$ cat config.mk
export PLATFORM = sky130hd
export DESIGN_NAME = wdog_tick
export DESIGN_NICKNAME = d
export VERILOG_FILES = /design/src/rtl/wdog_tick.sv
export SDC_FILE = /design/constraint.sdc
export NUM_CORES = 1
export LEC_CHECK = 0
export ABC_AREA = 1
export BUFFER_PORTS_ARGS = -buffer_cell sky130_fd_sc_hd__buf_4
export CAP_MARGIN = 20
export CORE_ASPECT_RATIO = 1.2
export CORE_MARGIN = 5
export CORE_UTILIZATION = 47
export DETAILED_ROUTE_END_ITERATION = 8
export PLACE_DENSITY = 0.67
export REMOVE_ABC_BUFFERS = 1
export SYNTH_ARGS = -nofsm -noshare
export SYNTH_HDL_FRONTEND = slang
export SYNTH_SLANG_ARGS = --single-unit
$ cat constraint.sdc
create_clock -name clk -period 4.7 [get_ports clk]
set_input_delay 0 -clock clk [delete_from_list [all_inputs] [get_ports clk]]
set_output_delay 0 -clock clk [all_outputs]
set_load 0.1 [all_outputs]
$ cat src/rtl/wdog_tick.sv
module wdog_tick #(
  parameter int TID_W    = 3,
  parameter int TIMER_ID = 5,
  parameter int TPER_W   = 30
) (
  input  logic        clk,
  input  logic        rst_n,
  input  logic        us_tick,
  input  logic        bus_we,
  input  logic [4:0]  bus_addr,
  input  logic [31:0] bus_wdata,
  output logic [31:0] bus_rdata,
  output logic        irq,
  output logic        rst_req
);
  localparam logic [4:0]  A_CFG = 5'h00, A_STS = 5'h04, A_CMD = 5'h08,
                          A_KEY = 5'h0C, A_TMR = 5'h10;
  localparam logic [15:0] KEY   = 16'hC45A;
  localparam int          PW    = 8;

  logic              t_en, t_rep;
  logic [TPER_W-1:0] t_per, t_cnt;
  logic [TID_W-1:0]  sel;
  logic [PW-1:0]     per, cnt;
  logic              ie, re, run, unlk;
  logic [1:0]        exp_n;

  wire tmr_wr = bus_we && bus_addr == A_TMR;
  wire cfg_wr = bus_we && bus_addr == A_CFG;
  wire cmd_wr = bus_we && bus_addr == A_CMD;
  wire key_wr = bus_we && bus_addr == A_KEY;
  wire t_step = t_en && us_tick && t_per != '0;
  wire tick   = t_step && t_cnt == t_per - 1'b1;
  wire wd_tick = tick && sel == TID_W'(TIMER_ID);

  always_ff @(posedge clk or negedge rst_n)
    if (!rst_n) begin
      t_en <= 1'b0; t_rep <= 1'b0; t_per <= '0; t_cnt <= '0;
    end else if (tmr_wr) begin
      t_en  <= bus_wdata[31];
      t_rep <= bus_wdata[30];
      t_per <= bus_wdata[TPER_W-1:0];
      t_cnt <= '0;
    end else if (t_step) begin
      if (tick) begin
        t_cnt <= '0;
        if (!t_rep) t_en <= 1'b0;
      end else t_cnt <= t_cnt + 1'b1;
    end

  always_ff @(posedge clk or negedge rst_n)
    if (!rst_n) begin
      sel <= '0; per <= '0; ie <= 1'b0; re <= 1'b0;
    end else if (cfg_wr) begin
      sel <= bus_wdata[TID_W-1:0];
      per <= bus_wdata[11:4];
      ie  <= bus_wdata[12];
      re  <= bus_wdata[15];
    end

  always_ff @(posedge clk or negedge rst_n)
    if (!rst_n) begin
      run <= 1'b0; cnt <= '0; exp_n <= 2'd0; unlk <= 1'b0;
      irq <= 1'b0; rst_req <= 1'b0;
    end else if (cmd_wr) begin
      unlk <= 1'b0;
      if (bus_wdata[1] && unlk) run <= 1'b0;
      else if (bus_wdata[0]) begin
        run <= 1'b1; cnt <= per; exp_n <= 2'd0; irq <= 1'b0;
      end
    end else begin
      if (key_wr) unlk <= bus_wdata[15:0] == KEY;
      if (run && wd_tick) begin
        if (cnt <= PW'(1)) begin
          cnt <= per;
          if (exp_n == 2'd3) begin
            if (re) rst_req <= 1'b1;
          end else exp_n <= exp_n + 2'd1;
          if (exp_n == 2'd0 && ie) irq <= 1'b1;
        end else cnt <= cnt - 1'b1;
      end
    end

  always_comb begin
    bus_rdata = '0;
    case (bus_addr)
      A_CFG: begin
        bus_rdata[TID_W-1:0] = sel;
        bus_rdata[11:4] = per;
        bus_rdata[12] = ie;
        bus_rdata[15] = re;
      end
      A_STS: begin
        bus_rdata[0] = run;
        bus_rdata[11:4] = cnt;
        bus_rdata[13:12] = exp_n;
      end
      A_TMR: begin
        bus_rdata[31] = t_en;
        bus_rdata[30] = t_rep;
        bus_rdata[TPER_W-1:0] = t_per;
      end
      default: bus_rdata = '0;
    endcase
  end

  a_r8_rst_sticky: assert property (@(posedge clk) disable iff (!rst_n)
    rst_req |=> rst_req);
  a_r5_stop_keyed: assert property (@(posedge clk) disable iff (!rst_n)
    $fell(run) |-> $past(unlk && cmd_wr));
  a_r3_exp_step: assert property (@(posedge clk) disable iff (!rst_n)
    exp_n != $past(exp_n) |-> (exp_n == $past(exp_n) + 2'd1 || exp_n == 2'd0));
  a_r7_irq_first: assert property (@(posedge clk) disable iff (!rst_n)
    $rose(irq) |-> exp_n == 2'd1);
  a_r9_foreign_id: assert property (@(posedge clk) disable iff (!rst_n)
    (sel != TID_W'(TIMER_ID) && !cmd_wr) |=> $stable(cnt));
endmodule

==> results.sh <==
export IMPL_ys_top_cells_by_count="237 x nand2_1, 121 x nor2_1, 109 x inv_1, 89 x dfrtp_1, 70 x o21ai_0"
export IMPL_core_area_um2=12700
export IMPL_async_flop_share_pct=100
export IMPL_first_iter_violations=370
export IMPL_grt_max_degree=56
export IMPL_synth_area_um2=6140
export IMPL_p_per_area_nw_per_um2=329
export IMPL_area_growth_syn_to_layout_pct=21.2
export IMPL_fin_nets=1020
export IMPL_ys_flop_type="dfrtp_1"
export IMPL_cts_buffers=9
export IMPL_worstSkewPairLatency_ns=0.35
export IMPL_initial_core_util_pct=48.3
export IMPL_clockRootBuffer="clkbuf_16"
export IMPL_hold_viol=0
export IMPL_die_x_um=114
export IMPL_layout_drive_gt1_share_pct=14.7
export IMPL_required_ns=4.94
export IMPL_antenna_found_initial=0
export IMPL_cts_tree="done"
export IMPL_end_kind="flip-flop"
export IMPL_rows=45
export IMPL_avgViaCountPerCell=5.16
export IMPL_yosysSeqAreaShare_pct=36.3
export IMPL_finalMaxSlewViolations=0
export IMPL_avgSynthCellArea_um2=7.04
export IMPL_route_detailed_drc=0
export IMPL_dp_hpwl_um=13100
export IMPL_synth_top_cells_by_area="dfrtp_1 36%, nand2_1 14%, nor2_1 7.4%, inv_1 6.7%, o21ai_0 5.7%"
export IMPL_io_buffer_count=74
export IMPL_detail_route_wl_per_cell_um=15.2
export IMPL_cap_viol_max_count=0
export IMPL_path_class="reg2reg"
export IMPL_rsz0062_at_grt="no"
export IMPL_worst_path_max_fanout=20
export IMPL_finalWorstSetupSlack_ns=2.14
export IMPL_run_status="finished, final reports clean"
export IMPL_slew_limit_headroom_pct=31.9
export IMPL_n_antenna_cell=0
export IMPL_synth_most_common_cell="nand2_1"
export IMPL_max_freq_mhz=391
export IMPL_grt_pass1_vias=5798
export IMPL_max_slew_worst_pin_slew_ns=1.01
export IMPL_synth_cell_types=48
export IMPL_htree_levels=3
export IMPL_clk_pin_slew_ns=0.07
export IMPL_post_route_min_period_ns=2.56
export IMPL_synth_cells=873
export IMPL_hold_class="in2reg"
export IMPL_fin_skew_ns=0.00821
export IMPL_ir_drop_mv=0.163
export IMPL_ys_warn_count=0
export IMPL_die_h_um=135
export IMPL_synth_edf_count=0
export IMPL_place_gp_congestion=0.948
export IMPL_critPathLaunchType="flip-flop"
export IMPL_synth_seq_cells=89
export IMPL_fin_setup_tns_ns=0
export IMPL_setup_violations=0
export IMPL_cts_max_path_buffers=2
export IMPL_cts_repair_resized=0
export IMPL_period_share_pct=54.5
export IMPL_grt_overflow_total=0
export IMPL_dieArea_um2=15500
export IMPL_firstDrtPassIters=7
export IMPL_ant_nets=0
export IMPL_grt_pass1_wl_um=28800
export IMPL_critPathArrivalTime_ns=2.80
export IMPL_pre_cts_ws_ns=2.13
export IMPL_vias=5878
export IMPL_p_leak_nw=3.48
export IMPL_routed_wl_um=17300
export IMPL_cts_sinks=89
export IMPL_io_pins=75
export IMPL_synth_top_area_cell="dfrtp_1"
export IMPL_track_usage_pct=23.6
export IMPL_yosys_area_top_type_share_pct=36.3
[registers in the layout (all words and copies together) (netlist names)]
| signal | flops |
|---|---|
| cnt | 8 |
| exp_n | 2 |
| ie | 1 |
| irq | 1 |
| per | 8 |
| re | 1 |
| rst_req | 1 |
| run | 1 |
| sel | 3 |
| t_cnt | 30 |
| t_en | 1 |
| t_per | 30 |
| t_rep | 1 |
| unlk | 1 |
[power by group]
part / internal, W / total, W / switching (W)
Clock: 0.000409 / 0.000716 / 0.000306
Combinational: 0.000250 / 0.000666 / 0.000416
Sequential: 0.000893 / 0.00106 / 0.000171
Total: 0.00155 / 0.00245 / 0.000893
[per-stage QoR]
step                cells  util, %  area, um2  hold WS [ns]  total power [W]
floorplan             848        -       6010        -0.296          0.00150
global placement     1091     53.6       6820       -0.0245          0.00171
detailed placement   1091     53.6       6820       -0.0198          0.00171
CTS                  1140     58.5       7440        0.0583          0.00246
global route         1140     58.5       7440        0.0909          0.00260
finish               1140     58.5       7440        0.0658          0.00245
[final cells by class]
| cell class | instances | area, um2 |
|---|---|---|
| sequential | 89 | 2230 |
| timing repair buffer | 113 | 933 |
| clock inverter | 5 | 57.6 |
| multi-input combinational | 648 | 3370 |
| inverter | 111 | 422 |
| fill | 1252 | 5280 |
| clock buffer | 10 | 229 |
| tap | 164 | 205 |
[worst max-delay path, cell delays in order (launching register included)]
cell and delay [ns]:
dfrtp_1 0.37, inv_1 0.16, ha_1 0.25, nand2_2 0.14, nor2_8 0.22, nand3_2 0.12
o21ai_1 0.16, nand2_1 0.08, nor2_2 0.11, nand2_2 0.07, nor2_4 0.14, nand4_2 0.11
nand2_2 0.31, nand2_2 0.09, nand2_1 0.07, nand2_1 0.04
[per-layer routing]
metal | share of wire, % | vias up | routed length (um) | GRT usage, %
li1 | - | 2972 | - | -
met1 | 42 | 2711 | 7300 | 29.7
met2 | 49 | 151 | 8400 | 39.5
met3 | 5.3 | 44 | 914 | 3.26
met4 | 4.1 | 0 | 707 | 11.9
met5 | 0 | - | 0 | 0
[placed cells by master, fill, tap and decap left out, types with 2 or more instances in the layout]
cell type	count
nand2_1	237
nor2_1	120
inv_1	109
dfrtp_1	89
buf_4	79
o21ai_0	70
nand3_1	38
xor2_1	37
dlygate4sd3_1	34
xnor2_1	16
nor3_1	13
nand4_1	13
nor2_2	10
o21ai_2	10
nand2_2	9
o221ai_1	9
clkbuf_16	9
a21oi_1	8
nor4_1	7
ha_1	7
mux2_2	5
nor2_4	4
nand3b_1	4
nand2_4	3
o21ai_1	3
o21bai_1	3
a31oi_1	3
nand3_2	2
nor2_8	2
o211ai_1	2
o22ai_1	2
clkinv_4	2
clkinv_2	2
[worst paths after layout]
path,slack [ns],cells after the start,to,start
setup / recovery,2.14,15,exp_n[0],t_per[0]
hold / removal,0.07,4,unlk,bus_addr[0]
setup reg to reg,2.14,15,exp_n[0],t_per[0]
hold reg to reg,0.49,2,irq,irq
max in group asynchronous,3.47,3,t_cnt[26],rst_n
min in group asynchronous,0.14,2,per[0],rst_n
[cells by family (layout without fill, tap and decap cells)]
group,Yosys count,count (layout),synth area share [%]
AND/OR/NAND/NOR,469,469,33.9
buffers and inverters,136,239,9.00
AO/OA/AOI/OAI,114,114,11.0
flip-flops,89,89,36.3
XOR/XNOR,53,53,7.56
adder cells (fa/ha/maj),7,7,1.43
multiplexers,5,5,0.916
[timing repair]
action / in CTS / in global routing
hold buffers: 34 / 0
endpoints found under the hold margin: 80 / 0
buffers inserted: 0 / 0
(Power assumes the default switching activity.)
